[src/rtl/mbox_pkg.sv]
package mbox_pkg;

    localparam int REG_AW = 6;

    localparam logic [REG_AW-1:0] OFF_PUSH = 6'h00;
    localparam logic [REG_AW-1:0] OFF_POP  = 6'h08;
    localparam logic [REG_AW-1:0] OFF_STAT = 6'h10;
    localparam logic [REG_AW-1:0] OFF_ERR  = 6'h14;
    localparam logic [REG_AW-1:0] OFF_TLVL = 6'h18;
    localparam logic [REG_AW-1:0] OFF_RLVL = 6'h1C;
    localparam logic [REG_AW-1:0] OFF_ISR  = 6'h20;
    localparam logic [REG_AW-1:0] OFF_MASK = 6'h24;
    localparam logic [REG_AW-1:0] OFF_PEND = 6'h28;

    localparam int IRQ_N = 3;

    // bit 0 inbound empty, bit 1 outbound full, bit 2 outbound level, bit 3 inbound level
    typedef struct packed {
        logic rx_lvl;
        logic tx_lvl;
        logic tx_full;
        logic rx_empty;
    } stat_t;

    // bit 0 pop on empty, bit 1 push on full
    typedef struct packed {
        logic push_full;
        logic pop_empty;
    } err_t;

    // bit 0 outbound level, bit 1 inbound level, bit 2 error
    typedef struct packed {
        logic err;
        logic rx_lvl;
        logic tx_lvl;
    } irq_vec_t;

endpackage

[src/rtl/mbox_fifo.sv]
module mbox_fifo #(
    parameter int WIDTH = 32,
    parameter int DEPTH = 16,
    parameter int CNT_W = $clog2(DEPTH + 1)
) (
    input  logic             clk,
    input  logic             rst_n,
    input  logic             push,
    input  logic             pop,
    input  logic [WIDTH-1:0] wdata,
    output logic [WIDTH-1:0] head,
    output logic [CNT_W-1:0] count,
    output logic             full,
    output logic             empty
);

    localparam int PTR_W = (DEPTH > 1) ? $clog2(DEPTH) : 1;
    localparam logic [PTR_W-1:0] LAST = PTR_W'(DEPTH - 1);

    typedef struct packed {
        logic [PTR_W-1:0] wr;
        logic [PTR_W-1:0] rd;
        logic [CNT_W-1:0] cnt;
    } ptr_t;

    ptr_t             st_d, st_q;
    logic [WIDTH-1:0] mem_d [DEPTH];
    logic [WIDTH-1:0] mem_q [DEPTH];
    logic             do_push, do_pop;

    function automatic logic [PTR_W-1:0] step(input logic [PTR_W-1:0] p);
        return (p == LAST) ? '0 : p + PTR_W'(1);
    endfunction

    assign full  = (st_q.cnt == CNT_W'(DEPTH));
    assign empty = (st_q.cnt == '0);
    assign count = st_q.cnt;
    assign head  = mem_q[st_q.rd];

    always_comb begin
        st_d    = st_q;
        mem_d   = mem_q;
        do_push = push && !full;
        do_pop  = pop && !empty;
        if (do_push) begin
            mem_d[st_q.wr] = wdata;
            st_d.wr        = step(st_q.wr);
        end
        if (do_pop) begin
            st_d.rd = step(st_q.rd);
        end
        case ({do_push, do_pop})
            2'b10:   st_d.cnt = st_q.cnt + CNT_W'(1);
            2'b01:   st_d.cnt = st_q.cnt - CNT_W'(1);
            default: st_d.cnt = st_q.cnt;
        endcase
    end

    always_ff @(posedge clk or negedge rst_n) begin
        if (!rst_n) begin
            st_q <= '0;
        end else begin
            st_q <= st_d;
        end
    end

    always_ff @(posedge clk) begin
        mem_q <= mem_d;
    end

endmodule

[src/rtl/mbox_cfg.sv]
module mbox_cfg
    import mbox_pkg::*;
#(
    parameter int CNT_W = 5
) (
    input  logic             clk,
    input  logic             rst_n,
    input  logic [CNT_W-1:0] lvl_in,
    input  logic [IRQ_N-1:0] mask_in,
    input  logic             wr_tlvl,
    input  logic             wr_rlvl,
    input  logic             wr_mask,
    input  logic             rd_err,
    input  logic             ev_pop_empty,
    input  logic             ev_push_full,
    output logic [CNT_W-1:0] tlvl,
    output logic [CNT_W-1:0] rlvl,
    output logic [IRQ_N-1:0] mask,
    output err_t             err
);

    typedef struct packed {
        logic [CNT_W-1:0] tlvl;
        logic [CNT_W-1:0] rlvl;
        logic [IRQ_N-1:0] mask;
        err_t             err;
    } cfg_t;

    cfg_t st_d, st_q;

    always_comb begin
        st_d = st_q;
        if (wr_tlvl) st_d.tlvl = lvl_in;
        if (wr_rlvl) st_d.rlvl = lvl_in;
        if (wr_mask) st_d.mask = mask_in;
        if (rd_err)  st_d.err  = '0;
        st_d.err.pop_empty = st_d.err.pop_empty | ev_pop_empty;
        st_d.err.push_full = st_d.err.push_full | ev_push_full;
    end

    always_ff @(posedge clk or negedge rst_n) begin
        if (!rst_n) begin
            st_q <= '0;
        end else begin
            st_q <= st_d;
        end
    end

    assign tlvl = st_q.tlvl;
    assign rlvl = st_q.rlvl;
    assign mask = st_q.mask;
    assign err  = st_q.err;

endmodule

[src/rtl/mbox_irq.sv]
module mbox_irq
    import mbox_pkg::*;
(
    input  logic             clk,
    input  logic             rst_n,
    input  logic             tx_lvl,
    input  logic             rx_lvl,
    input  logic             err_evt,
    input  logic             clr_en,
    input  logic [IRQ_N-1:0] clr_bits,
    output irq_vec_t         isr
);

    typedef struct packed {
        irq_vec_t isr;
        logic     tx_prev;
        logic     rx_prev;
    } irq_st_t;

    irq_st_t  st_d, st_q;
    irq_vec_t set_v;
    irq_vec_t clr_v;

    always_comb begin
        set_v.tx_lvl = tx_lvl && !st_q.tx_prev;
        set_v.rx_lvl = rx_lvl && !st_q.rx_prev;
        set_v.err    = err_evt;
        clr_v        = clr_en ? irq_vec_t'(clr_bits) : irq_vec_t'('0);
        st_d         = st_q;
        st_d.isr     = (st_q.isr & ~clr_v) | set_v;
        st_d.tx_prev = tx_lvl;
        st_d.rx_prev = rx_lvl;
    end

    // the outbound condition is true out of reset (empty queue, level zero)
    always_ff @(posedge clk or negedge rst_n) begin
        if (!rst_n) begin
            st_q.isr     <= '0;
            st_q.tx_prev <= 1'b1;
            st_q.rx_prev <= 1'b0;
        end else begin
            st_q <= st_d;
        end
    end

    assign isr = st_q.isr;

endmodule

[src/rtl/mbox_port.sv]
module mbox_port
    import mbox_pkg::*;
#(
    parameter int DATA_W = 32,
    parameter int DEPTH  = 16,
    localparam int CNT_W = $clog2(DEPTH + 1)
) (
    input  logic              clk,
    input  logic              rst_n,
    input  logic [REG_AW-1:0] reg_addr,
    input  logic              reg_wr,
    input  logic              reg_rd,
    input  logic [DATA_W-1:0] reg_wdata,
    output logic [DATA_W-1:0] reg_rdata,
    output logic              tx_valid,
    input  logic              tx_ready,
    output logic [DATA_W-1:0] tx_data,
    input  logic              rx_valid,
    output logic              rx_ready,
    input  logic [DATA_W-1:0] rx_data,
    output logic              irq
);

    logic [CNT_W-1:0]  tx_cnt, rx_cnt;
    logic              tx_full, tx_empty, rx_full, rx_empty;
    logic [DATA_W-1:0] rx_head;
    logic [CNT_W-1:0]  tlvl, rlvl;
    logic [IRQ_N-1:0]  mask;
    err_t              err;
    irq_vec_t          isr;
    stat_t             stat;
    logic [IRQ_N-1:0]  pend;
    logic              hit_push, hit_pop, ev_pop_empty, ev_push_full;
    logic [DATA_W-1:0] rd_mux;

    assign hit_push     = reg_wr && (reg_addr == OFF_PUSH);
    assign hit_pop      = reg_rd && (reg_addr == OFF_POP);
    assign ev_push_full = hit_push && tx_full;
    assign ev_pop_empty = hit_pop && rx_empty;

    mbox_fifo #(.WIDTH(DATA_W), .DEPTH(DEPTH), .CNT_W(CNT_W)) u_txq (
        .clk   (clk),
        .rst_n (rst_n),
        .push  (hit_push),
        .pop   (tx_valid && tx_ready),
        .wdata (reg_wdata),
        .head  (tx_data),
        .count (tx_cnt),
        .full  (tx_full),
        .empty (tx_empty)
    );

    mbox_fifo #(.WIDTH(DATA_W), .DEPTH(DEPTH), .CNT_W(CNT_W)) u_rxq (
        .clk   (clk),
        .rst_n (rst_n),
        .push  (rx_valid),
        .pop   (hit_pop),
        .wdata (rx_data),
        .head  (rx_head),
        .count (rx_cnt),
        .full  (rx_full),
        .empty (rx_empty)
    );

    assign tx_valid = !tx_empty;
    assign rx_ready = !rx_full;

    mbox_cfg #(.CNT_W(CNT_W)) u_cfg (
        .clk          (clk),
        .rst_n        (rst_n),
        .lvl_in       (reg_wdata[CNT_W-1:0]),
        .mask_in      (reg_wdata[IRQ_N-1:0]),
        .wr_tlvl      (reg_wr && (reg_addr == OFF_TLVL)),
        .wr_rlvl      (reg_wr && (reg_addr == OFF_RLVL)),
        .wr_mask      (reg_wr && (reg_addr == OFF_MASK)),
        .rd_err       (reg_rd && (reg_addr == OFF_ERR)),
        .ev_pop_empty (ev_pop_empty),
        .ev_push_full (ev_push_full),
        .tlvl         (tlvl),
        .rlvl         (rlvl),
        .mask         (mask),
        .err          (err)
    );

    always_comb begin
        stat.rx_empty = rx_empty;
        stat.tx_full  = tx_full;
        stat.tx_lvl   = (tx_cnt <= tlvl);
        stat.rx_lvl   = (rx_cnt > rlvl);
    end

    mbox_irq u_irq (
        .clk      (clk),
        .rst_n    (rst_n),
        .tx_lvl   (stat.tx_lvl),
        .rx_lvl   (stat.rx_lvl),
        .err_evt  (ev_pop_empty || ev_push_full),
        .clr_en   (reg_wr && (reg_addr == OFF_ISR)),
        .clr_bits (reg_wdata[IRQ_N-1:0]),
        .isr      (isr)
    );

    assign pend = isr & mask;
    assign irq  = |pend;

    always_comb begin
        case (reg_addr)
            OFF_POP:  rd_mux = rx_empty ? '0 : rx_head;
            OFF_STAT: rd_mux = DATA_W'(stat);
            OFF_ERR:  rd_mux = DATA_W'(err);
            OFF_TLVL: rd_mux = DATA_W'(tlvl);
            OFF_RLVL: rd_mux = DATA_W'(rlvl);
            OFF_ISR:  rd_mux = DATA_W'(isr);
            OFF_MASK: rd_mux = DATA_W'(mask);
            OFF_PEND: rd_mux = DATA_W'(pend);
            default:  rd_mux = '0;
        endcase
        reg_rdata = reg_rd ? rd_mux : '0;
    end

endmodule

[config.mk]
export PLATFORM = sky130hd
export DESIGN_NAME = mbox_port
export DESIGN_NICKNAME = d
export VERILOG_FILES = /design/src/rtl/mbox_pkg.sv /design/src/rtl/mbox_fifo.sv /design/src/rtl/mbox_cfg.sv /design/src/rtl/mbox_irq.sv /design/src/rtl/mbox_port.sv
export SDC_FILE = /design/constraint.sdc
export NUM_CORES = 1
export LEC_CHECK = 0
export ABC_CLOCK_PERIOD_IN_PS = 4500
export BUFFER_PORTS_ARGS = -buffer_cell sky130_fd_sc_hd__buf_4
export CORE_MARGIN = 2
export CORE_UTILIZATION = 35
export CTS_BUF_LIST = sky130_fd_sc_hd__clkbuf_8
export DETAILED_ROUTE_END_ITERATION = 6
export GPL_ROUTABILITY_DRIVEN = 0
export HOLD_SLACK_MARGIN = 0.05
export SLEW_MARGIN = 20
export SYNTH_ARGS = -nofsm -noshare
export SYNTH_HDL_FRONTEND = slang
export SYNTH_SLANG_ARGS = --single-unit
[constraint.sdc]
create_clock -name clk -period 4.5 [get_ports clk]
set_input_delay 0.9 -clock clk [delete_from_list [all_inputs] [get_ports clk]]
set_output_delay 0.9 -clock clk [all_outputs]
set_load 0.02 [all_outputs]
==> metrics.md <==
| Metric | Value |
|---|---|
| Power Density | around 530 mW/mm^2 |
| Syn avg cell area | between 20 and 25 sq um |
| Pleak | ~16 nW |
| Non-Filler Instances | approximately 3800 |
| Initial antenna violation count | 8 |
| Async SR Flop Fraction | between 4 and 5% |
| Cell Count Post-Placement | between 3000 and 4000 |
| Avg WL per Cell | between 20 and 30 um |
| Fraction of layout cells with a size suffix above 1 | between 30% and 40% |
| All-layer global routing usage | approximately 16% |
| Layout Area Growth over Synthesis | 16.0% |
| I/O pin cnt | 143 |
| Critical Path RT | about 3.6 ns |
| Post-synthesis compound-gate area fraction | 1.43% |
| Post-synth design cell area | 0.0416 sq mm |
| RSZ-0062 raised after global routing | false |
| Core Rows | approximately 130 |
| Nets@finish | between 2000 and 2500 |
| Post-synth EDFFs | 1024 |
| Global-route wire length before repair | about 140 mm |
| Wirelength, routed | about 95 mm |
| Top cell type's share of synthesized area | 74.0% |
| Leading cell type in the layout, fill and taps excluded | edfxtp_1 |
| IO buf count | roughly 140 |
| Grt ovf | 0 |
| Post-route ant nets | 0 |
| DP HPWL | between 50 and 60 mm |
| CTS root buf | clkbuf_8 |
| Period utilisation layout | between 90% and 100% |
| Status | finished, final reports clean |
| Post-synthesis cell count | about 1800 |
| Share of the yosys chip area belonging to registers | 76.7% |
| Final Setup Violations | 0 |
| Flip-flop and latch area | around 0.032 sq mm |
| Minimum clock period | 4.27 ns |
| Primary FF master, synth | edfxtp_1 |
| DR pass1 iterations | 5 |
| CTS tree | built |
| Synth Area in Simple Gates | 1.93% |
| Crit path DAT | 3.37 ns |
| Clock sinks | ~1100 |
| CTS Buf Count | about 170 |
| Area of the die | ~0.12 sq mm |
| Worst setup SP type | register |
| Actual slew at the worst max-slew pin | approximately 0.85 ns |
| Xor/xnor share of the synthesized area | 0.253% |
| Crit path max fanout | 24 |
| Mux cell area share after synthesis | between 10% and 20% |
| Die span in x | approximately 350 um |
| Netlist cell types | 55 |
| Net Count, Synth | between 1500 and 2000 |
| CTS max path bufs | 3 |
| Crit end category | output port |
| Hold Path Class | input pin to register |
| Worst-path clk slew | 0.06 ns |
| 1st-iter DRT viols | approximately 1400 |
| Max IR drop VDD | about 0.38 mV |
| CORE AREA | around 0.12 sq mm |
| Die H | 349 um |
| Filler instances | 10300 |
| Largest cells by area after synthesis | edfxtp_1 74%, mux4_2 17%, dfrtp_1 2.7%, ha_1 0.84%, nand2_1 0.50% |
| WHS | roughly 0.33 ns |
| Vias/cell | just over 5 |
| Cell taking the most area after synthesis | edfxtp_1 |
| Drt drc | 0 |
| Worst-skew pair later-pin latency | approximately 0.86 ns |
| Critical path type | register to output port |
| Adder-cell share of the synthesized area | 0.939% |
| Worst Skew | ~0.053 ns |
| Most frequent cells in the layout | 1024 x edfxtp_1, 308 x mux4_2, 197 x buf_4 |
| Largest family of logic cells by synthesized area | multiplexers |
| MaxCap Viol Count | 0 |
| Largest net degree at the start of global routing | around 70 |
| Slew Limit Fails | 0 |
| Initial core utilization | 35.3% |
| Multi-input logic area | between 0.009 and 0.01 sq mm |
| Number of global-route vias before repair | ~21000 |
| Post-synthesis register bit count | ~1100 |
| Final Hold Vio Count | 0 |
| YS warnings | 0 |
| Fmax | around 230 MHz |
| Vias | 19600 |
| Setup TNS | 0 ns |
| H-tree Lvls | 4 |
| Max_slew headroom | 43.0% |
==> logic make-up after synthesis <==
logic type / after synthesis
buffers and inverters: 123
AND/OR/NAND/NOR: 163
flip-flops: 1070
AO/OA/AOI/OAI: 90
multiplexers: 335
adder cells (fa/ha/maj): 30
XOR/XNOR: 12
==> layout make-up <==
type	count	share of cell area, %
diodes	2	0.0104
clock buffers	179	5.11
clock inverters	129	1.33
inverters	32	0.249
multi-input cells	630	19.4
flip-flops and latches	1070	66.2
well taps	1536	3.99
repair buffers	212	3.66
==> synthesized netlist by cell type (3+ instances only) <==
master,n
a211oi_1,3
a21o_1,5
a21oi_1,19
a221oi_1,8
a22o_1,7
and2_1,30
and3_1,4
buf_1,20
buf_2,25
buf_4,11
clkbuf_1,32
dfrtp_1,45
edfxtp_1,1024
ha_1,28
inv_1,31
mux2_2,15
mux2i_1,12
mux4_2,308
nand2_1,55
nand2b_1,6
nand3_1,10
nand4_1,4
nor2_1,31
nor2b_1,5
nor3_1,10
o21ai_0,22
o22ai_1,7
xnor2_1,7
xor2_1,5
==> final timing paths <==
| check | start | endpoint | depth (start not counted) | slack (ns) |
|---|---|---|---|---|
| worst max-delay path | u_rxq.st_q[6]$_DFFE_PN0P_ | reg_rdata[2] | 7 | 0.23 |
| max in group asynchronous | rst_n | u_txq.st_q[6]$_DFFE_PN0P_ | 2 | 3.31 |
| worst max register to register | u_txq.count[1]$_DFFE_PN0P_ | u_txq.count[4]$_DFFE_PN0P_ | 11 | 1.31 |
| min in group asynchronous | rst_n | u_cfg.mask[2]$_DFFE_PN0P_ | 2 | 0.62 |
| worst min-delay path | rx_data[26] | u_rxq.mem_q[250]$_DFFE_PP_ | 1 | 0.33 |
| worst min register to register | u_cfg.err[0]$_DFF_PN0_ | u_cfg.err[0]$_DFF_PN0_ | 2 | 0.52 |
==> registers in the layout (all words and copies together) (netlist names), 5 cells and up <==
signal       count
u_rxq.mem_q    512
u_cfg.rlvl       5
u_txq.st_q       8
u_rxq.count      5
u_txq.mem_q    512
u_cfg.tlvl       5
u_rxq.st_q       8
u_txq.count      5
==> repair_timing <==
action / in CTS / in global routing
endpoints found under the hold margin: 42 / 0
buffers inserted: 1 / 0
resized for setup: 0 / 0
hold buffers: 1 / 0
setup endpoints to repair: 1 / 0
==> stage by stage <==
step	utilization [%]	instance area [sq um]	setup slack, ns	power (W)
after floorplan	-	41600	0.422	0.0160
after global placement	38.2	45100	0.788	0.0180
after detailed placement	38.2	45100	0.749	0.0181
after CTS	40.9	48200	0.126	0.0258
after global routing	40.9	48200	0.0387	0.0266
final	40.9	48200	0.230	0.0254
==> worst max-delay path: stages, from the launching register on <==
cell and delay (ns):
dfrtp_4 0.65, nor2b_1 0.55, a221oi_1 0.22, o21a_1 0.22, a221oi_1 0.34, buf_4 0.22, o22ai_1 0.11, buf_4 0.19
==> metal layers <==
| metal | wire [um] | vias up | global-route usage (%) |
|---|---|---|---|
| li1 | - | 8312 | - |
| met1 | 38500 | 10500 | 19.6 |
| met2 | 49600 | 593 | 27.3 |
| met3 | 5220 | 163 | 3.57 |
| met4 | 2160 | 8 | 5.22 |
| met5 | 51 | - | 0 |
==> power by group <==
part	internal, W	leakage, nW	switching (W)	total (W)
logic	0.00292	3.95	0.00286	0.00578
clock network	0.00390	1.83	0.00373	0.00763
registers	0.0115	9.79	0.000518	0.0120
(Power assumes the default switching activity.)
